**src/rtl/slp_pkg.sv**
```systemverilog
package slp_pkg;

    typedef enum logic [1:0] {
        PM_AWAKE  = 2'd0,
        PM_SLEEP  = 2'd1,
        PM_LOWPWR = 2'd2
    } pm_mode_e;

    // Four character times in baud ticks; a character is start + data + parity + stop bits.
    function automatic int unsigned idle_ticks(input logic [1:0] wl, input logic par,
                                               input logic st2, input int unsigned tpb);
        int unsigned bits;
        bits = 32'd7 + 32'(wl) + 32'(par) + 32'(st2);
        return 32'd4 * tpb * bits;
    endfunction

endpackage

```
**src/rtl/slp_idle_timer.sv**
```systemverilog
module slp_idle_timer
    import slp_pkg::*;
#(
    parameter int TICKS_PER_BIT = 16,
    parameter int CW            = 10
) (
    input  logic       clk,
    input  logic       rst_n,
    input  logic       rx_in,
    input  logic       tick_en,
    input  logic [1:0] wlen,
    input  logic       par_en,
    input  logic       stop2,
    output logic       idle_ok
);

    typedef struct packed {
        logic [CW-1:0] cnt;
    } tmr_t;

    tmr_t          tmr_d, tmr_q;
    logic [CW-1:0] thr;

    assign thr     = CW'(idle_ticks(wlen, par_en, stop2, 32'(TICKS_PER_BIT)));
    assign idle_ok = (tmr_q.cnt >= thr);

    always_comb begin
        tmr_d = tmr_q;
        if (!rx_in) begin
            tmr_d.cnt = '0;
        end else if (tick_en && !idle_ok) begin
            tmr_d.cnt = tmr_q.cnt + 1'b1;
        end
    end

    always_ff @(posedge clk or negedge rst_n) begin
        if (!rst_n) tmr_q <= '0;
        else        tmr_q <= tmr_d;
    end

    // a low RX level restarts the idle count
    p_rx_low_restarts_r3: assert property (@(posedge clk) disable iff (!rst_n)
        !rx_in |=> !idle_ok);

    // without a tick the count holds
    p_no_tick_holds_r4: assert property (@(posedge clk) disable iff (!rst_n)
        (rx_in && !tick_en) |=> $stable(tmr_q.cnt));

endmodule

```
**src/rtl/slp_wake_detect.sv**
```systemverilog
module slp_wake_detect #(
    parameter int NUM_CH  = 2,
    parameter int MODEM_W = 4
) (
    input  logic                      clk,
    input  logic                      rst_n,
    input  logic [NUM_CH-1:0]         rx_in,
    input  logic [NUM_CH*MODEM_W-1:0] modem_in,
    input  logic [NUM_CH-1:0]         tx_wr,
    output logic                      modem_chg,
    output logic                      wake
);

    typedef struct packed {
        logic [NUM_CH-1:0]         rx;
        logic [NUM_CH*MODEM_W-1:0] modem;
    } wd_t;

    wd_t  wd_d, wd_q;
    logic rx_fall;

    always_comb begin
        wd_d.rx    = rx_in;
        wd_d.modem = modem_in;
    end

    assign rx_fall   = |(wd_q.rx & ~rx_in);
    assign modem_chg = (wd_q.modem != modem_in);
    assign wake      = rx_fall | modem_chg | (|tx_wr);

    always_ff @(posedge clk or negedge rst_n) begin
        if (!rst_n) begin
            wd_q.rx    <= '1;
            wd_q.modem <= '0;
        end else begin
            wd_q <= wd_d;
        end
    end

    // a TX FIFO write is always reported as a wake event
    p_txwr_wakes_r6: assert property (@(posedge clk) disable iff (!rst_n)
        (|tx_wr) |-> wake);

endmodule

```
**src/rtl/slp_power_ctrl.sv**
```systemverilog
module slp_power_ctrl
    import slp_pkg::*;
#(
    parameter int NUM_CH        = 2,
    parameter int MODEM_W       = 4,
    parameter int TICKS_PER_BIT = 16
) (
    input  logic                      clk,
    input  logic                      rst_n,
    input  logic                      enh_en,
    input  logic [NUM_CH-1:0]         slp_en,
    input  logic [NUM_CH-1:0]         rx_bypass,
    input  logic [2*NUM_CH-1:0]       wlen,
    input  logic [NUM_CH-1:0]         par_en,
    input  logic [NUM_CH-1:0]         stop2,
    input  logic                      baud_tick,
    input  logic [NUM_CH-1:0]         tx_empty,
    input  logic [NUM_CH-1:0]         rx_empty,
    input  logic [NUM_CH-1:0]         irq_pend,
    input  logic [NUM_CH*MODEM_W-1:0] modem_in,
    input  logic [NUM_CH-1:0]         rx_in,
    input  logic [NUM_CH-1:0]         tx_wr,
    input  logic                      lp_pin,
    output logic                      clk_en,
    output logic                      iso_en,
    output logic [1:0]                pm_mode
);

    localparam int CW = $clog2(4 * 12 * TICKS_PER_BIT + 1);

    typedef struct packed {
        pm_mode_e mode;
    } ctl_t;

    ctl_t              ctl_d, ctl_q;
    logic [NUM_CH-1:0] idle_ok;
    logic              tick_en, modem_chg, wake, armed, quiet;

    assign tick_en = baud_tick & (ctl_q.mode == PM_AWAKE);

    for (genvar c = 0; c < NUM_CH; c++) begin : g_ch
        slp_idle_timer #(
            .TICKS_PER_BIT(TICKS_PER_BIT),
            .CW           (CW)
        ) tmr_i (
            .clk    (clk),
            .rst_n  (rst_n),
            .rx_in  (rx_in[c]),
            .tick_en(tick_en),
            .wlen   (wlen[2*c +: 2]),
            .par_en (par_en[c]),
            .stop2  (stop2[c]),
            .idle_ok(idle_ok[c])
        );
    end

    slp_wake_detect #(
        .NUM_CH (NUM_CH),
        .MODEM_W(MODEM_W)
    ) wd_i (
        .clk      (clk),
        .rst_n    (rst_n),
        .rx_in    (rx_in),
        .modem_in (modem_in),
        .tx_wr    (tx_wr),
        .modem_chg(modem_chg),
        .wake     (wake)
    );

    assign armed = enh_en & (&slp_en);
    assign quiet = (&tx_empty) & (&rx_empty) & ~(|irq_pend) & ~modem_chg
                 & (&(rx_bypass | idle_ok));

    always_comb begin
        ctl_d = ctl_q;
        if (lp_pin) begin
            ctl_d.mode = PM_LOWPWR;
        end else begin
            unique case (ctl_q.mode)
                PM_AWAKE:  if (armed && quiet && !wake) ctl_d.mode = PM_SLEEP;
                PM_SLEEP:  if (!armed || wake)          ctl_d.mode = PM_AWAKE;
                default:                                ctl_d.mode = PM_AWAKE;
            endcase
        end
    end

    always_ff @(posedge clk or negedge rst_n) begin
        if (!rst_n) ctl_q.mode <= PM_AWAKE;
        else        ctl_q      <= ctl_d;
    end

    assign pm_mode = ctl_q.mode;
    assign clk_en  = (ctl_q.mode == PM_AWAKE);
    assign iso_en  = (ctl_q.mode == PM_LOWPWR);

    // never sleep while disarmed
    p_disarmed_no_sleep_r1: assert property (@(posedge clk) disable iff (!rst_n)
        (!armed && !lp_pin) |=> (pm_mode != PM_SLEEP));

    // a non-empty RX FIFO keeps an awake block awake
    p_rx_data_blocks_r2: assert property (@(posedge clk) disable iff (!rst_n)
        (pm_mode == PM_AWAKE && !(&rx_empty) && !lp_pin) |=> (pm_mode == PM_AWAKE));

    // a wake event ends sleep
    p_wake_exits_r6: assert property (@(posedge clk) disable iff (!rst_n)
        (pm_mode == PM_SLEEP && wake && !lp_pin) |=> (pm_mode == PM_AWAKE && clk_en));

    // low-power pin override and release
    p_lp_enter_r9: assert property (@(posedge clk) disable iff (!rst_n)
        lp_pin |=> (pm_mode == PM_LOWPWR && iso_en && !clk_en));
    p_lp_leave_r9: assert property (@(posedge clk) disable iff (!rst_n)
        (pm_mode == PM_LOWPWR && !lp_pin) |=> (pm_mode == PM_AWAKE));

endmodule

```
**config.mk**
```make
export PLATFORM = sky130hd
export DESIGN_NAME = slp_power_ctrl
export DESIGN_NICKNAME = d
export VERILOG_FILES = /design/src/rtl/slp_pkg.sv /design/src/rtl/slp_idle_timer.sv /design/src/rtl/slp_wake_detect.sv /design/src/rtl/slp_power_ctrl.sv
export SDC_FILE = /design/constraint.sdc
export NUM_CORES = 1
export LEC_CHECK = 0
export BUFFER_PORTS_ARGS = -buffer_cell sky130_fd_sc_hd__buf_2
export CORE_ASPECT_RATIO = 1.2
export CORE_MARGIN = 10
export CORE_UTILIZATION = 55
export CTS_CLUSTER_SIZE = 24
export DETAILED_ROUTE_END_ITERATION = 10
export PLACE_DENSITY_LB_ADDON = 0.3
export SETUP_SLACK_MARGIN = 0.15
export SKIP_CTS_REPAIR_TIMING = 1
export SYNTH_ARGS = -nofsm -noshare
export SYNTH_HDL_FRONTEND = slang
export SYNTH_SLANG_ARGS = --single-unit
```
**constraint.sdc**
```tcl
create_clock -name clk -period 2.95 [get_ports clk]
set_clock_uncertainty 0.2 [all_clocks]
set_input_delay 0.7375 -clock clk [delete_from_list [all_inputs] [get_ports clk]]
set_output_delay 0.7375 -clock clk [all_outputs]
set_load 0.1 [all_outputs]
```
==> metrics.md <==
| Metric | Value |
|---|---|
| Outcome | finished with violations |
| Failing checks | negative setup slack |
| CTS tree | done |
| N_diodes | 0 |
| Starting Density | 57.6% |
| Area delta synth->final | 49.3% |
| Drt drc | 0 |
| Crit path arrival time | 3.23 ns |
| R2r startpoint | pm_mode[1]$_DFFE_PN0P_ |
| Num CTS Buffers | 5 |
| Post-Synthesis Cells | 196 |
| DRT Pass-1 Iters | 4 |
| Most frequent CP cell | ha_4 |
| Worst EP required | 2.92 ns |
| Via count | 1651 |
| Final WL | 5510 um |
| Largest net degree at the start of global routing | 33 |
| Worst Hold Class | input port to asynchronous set/reset pin |
| Max cap viols | 0 |
| Worst reg2reg endpoint | g_ch[1].tmr_i.tmr_q[4]$_DFFE_PN0P_ |
| Fin Setup TNS | -1.43 ns |
| YS warnings | 0 |
| Power Total | 0.00111 W |
| Final Slew Violations | 0 |
| Syn_nets | 251 |
| Rows | 23 |
| Vias in the first global route | 1760 |
| Worst skew pair latency | 0.29 ns |
| Sink Count | 32 |
| Least-Margin Pin Slew | 0.909 ns |
| Synth area leaders | dfrtp_1 (39%), ha_1 (12%), xnor2_1 (8.1%) |
| Placeable Area | 3370 um2 |
| Crit path kind | input port to register |
| Peak supply drop | 0.487 mV |
| Die W | 74.2 um |
| Gr ovfl total | 0 |
| Cell Count, Final, Fillers Out | 294 |
| WL/cell | 18.7 um |
| I/O Buffers | 38 |
| Fraction of layout cells with a size suffix above 1 | 46.3% |
| First-iteration detailed-routing DRC count | 87 |
| Share of the synthesized area in the top cell type | 38.7% |
| Worst Path Buf+Inv | 4 |
| Dpl cells | 281 |
| CP max stage cell | fa_2 |
| Slew margin rel. | 39.1% |
| Pre-CTS setup slack | -0.721 ns |
| Post-DP HPWL | 3590 um |
| CP delay by family, top | adder cells |
| Achievable Freq | 0.307 GHz |
| Vias per inst | 5.62 |
| Initial antenna violation count | 0 |
| Clk buf depth | 2 |
| Setup crit end | pm_mode[0]$_DFFE_PN0P_ |
| Post-synthesis cell area | 1940 um2 |
| Die height | 85.0 um |
| Clk root buf | clkbuf_8 |
| Fin util | 86.0% |
| Critical path startpoint category | input port |
| Leakage power | 1.21 nW |
| Final setup viols | 12 |
| CP cell instances | buf_8 -> inv_12 -> ha_4 -> inv_4 -> ha_4 -> inv_2 -> fa_2 -> ha_4 -> nor2b_4 -> o21ba_4 -> or4b_4 -> a31oi_1 -> nor3_1 |
| Worst r2r path cells | 6 |
| I/O pin total | 39 |
| Unrepaired setup endpoints after global routing | yes |
| GP Congestion | 0.874 |
| Final hold vios | 0 |
| Final min period | 3.26 ns |
| Number of nets in the layout | 311 |
| Endpoint class of the critical path | register |
| Worst setup startpoint | stop2[1] |
| Setup WS post-layout | -0.308 ns |
| Count of cell types in the netlist | 36 |
| Post-synthesis sequential area ratio | 41.4% |
| Number of routed nets with antenna violations | 0 |
| Tcrit/Tclk final | 110% |
| First-pass GRT wire length | 7840 um |
| Post-synth top area cell | dfrtp_1 |
| Crit path depth | 13 |
| H-tree levels | 2 |
| Reg2Reg Setup Slack | 0.52 ns |
| Gr usage total | 15.5% |
| Power per cell area | 383 nW/um2 |
| Yosys reg bits | 32 |
| Critical Path Fanout Max | 7 |
| Die area | 6310 um2 |
| Syn avg cell area | 9.89 um2 |
| Crit-path max cell delay | 0.57 ns |
| Clk pin slew, worst setup/hold paths | 0.07 ns |
==> worst min path at each step <==
| stage | to | slack, ns | startpoint |
|---|---|---|---|
| after floorplan | g_ch[0].tmr_i.tmr_q[0]$_DFFE_PN0P_ | 0.24 | rst_n |
| after global placement | g_ch[1].tmr_i.tmr_q[9]$_DFFE_PN0P_ | 0.33 | g_ch[1].tmr_i.tmr_q[9]$_DFFE_PN0P_ |
| after detailed placement | g_ch[1].tmr_i.tmr_q[9]$_DFFE_PN0P_ | 0.34 | g_ch[1].tmr_i.tmr_q[9]$_DFFE_PN0P_ |
| after CTS | g_ch[0].tmr_i.tmr_q[3]$_DFFE_PN0P_ | 0.31 | rst_n |
| after global routing | g_ch[0].tmr_i.tmr_q[3]$_DFFE_PN0P_ | 0.33 | rst_n |
| final | g_ch[0].tmr_i.tmr_q[7]$_DFFE_PN0P_ | 0.29 | rst_n |
==> kinds of logic after synthesis <==
family / Yosys count / share of synthesized area [%]
AO/OA/AOI/OAI: 11 / 3.74
XOR/XNOR: 26 / 11.7
adder cells (fa/ha/maj): 20 / 13.7
buffers and inverters: 22 / 4.26
flip-flops: 32 / 41.4
multiplexers: 2 / 1.03
AND/OR/NAND/NOR: 83 / 24.1
==> per-layer routing <==
layer	track usage (%)	part of all wire, %	vias to the layer above
met5	0	0	-
met4	5.77	3.2	0
met3	4.66	5.0	19
met2	28.4	57	40
met1	15.6	35	798
li1	-	-	794
==> report_power, final <==
group,switching [W],internal [W],leakage [nW]
clock,0.000164,0.000250,0.0552
sequential,0.00000918,0.000451,0.418
combinational,0.000124,0.000111,0.734
==> stage by stage <==
stage                     hold slack [ns]  area, um2
after floorplan                     0.242       2210
after global placement              0.330       2520
after detailed placement            0.336       2520
after CTS                           0.310       2630
after global routing                0.332       2890
final                               0.290       2890
==> sequential cells by signal (all words and copies together), names as in the netlist <==
register and cells:
g_ch.tmr_i.tmr_q 20, wd_i.wd_q 10, pm_mode 2
==> cell usage after synthesis <==
cell type	n
a31o_2	1
fa_1	2
nor2b_1	2
nor3b_2	1
o21bai_1	1
nand2b_1	1
dfrtp_1	30
or3_1	3
nor2_1	20
a31oi_1	1
inv_1	18
nor4b_1	4
nand4_1	3
o21ba_2	1
a22oi_1	1
xor2_1	8
dfstp_2	2
a21oi_1	5
nor4_1	6
or4_1	3
nor4_2	1
o31ai_1	1
nand3_2	1
xnor2_1	18
nor3_1	10
or4b_2	1
and2_1	2
clkbuf_1	4
nand2_1	9
nand4b_1	2
mux2i_1	2
nand3_1	10
ha_1	18
or4b_1	1
nor3b_1	2
and3_1	1
==> placed cells by master (no fill, tap or decap), drive strengths merged, types with 2 or more instances in the layout <==
master / Yosys / routed
fa: 2 / 2
or3: 3 / 3
dfrtp: 30 / 30
nand3: 11 / 11
nand2: 9 / 10
xor2: 8 / 8
buf: 0 / 56
nor3: 10 / 10
dfstp: 2 / 2
or4: 3 / 3
nor4: 7 / 7
a21oi: 5 / 5
and2: 2 / 2
inv: 18 / 18
xnor2: 18 / 18
nand4: 3 / 3
or4b: 2 / 2
nor4b: 4 / 4
clkbuf: 4 / 6
nor2: 20 / 20
nand4b: 2 / 2
ha: 18 / 18
nor3b: 3 / 3
mux2i: 2 / 2
nor2b: 2 / 2
==> final cells by class <==
type / instances / area, um2
multi-input combinational: 143 / 1460
sequential: 32 / 803
fill: 161 / 473
timing repair buffer: 56 / 380
inverter: 18 / 100
clock buffer: 6 / 72.6
tap: 37 / 46.3
clock inverter: 2 / 35.0
==> worst reg2reg max path: stages (launching register included) <==
cell and delay [ns]:
dfrtp_1 0.42, nor3b_2 0.77, nand2_4 0.15, buf_6 0.19
nor4_1 0.36, xnor2_1 0.17, nor2_1 0.05
No activity file was read; power rests on OpenSTA's default activity.
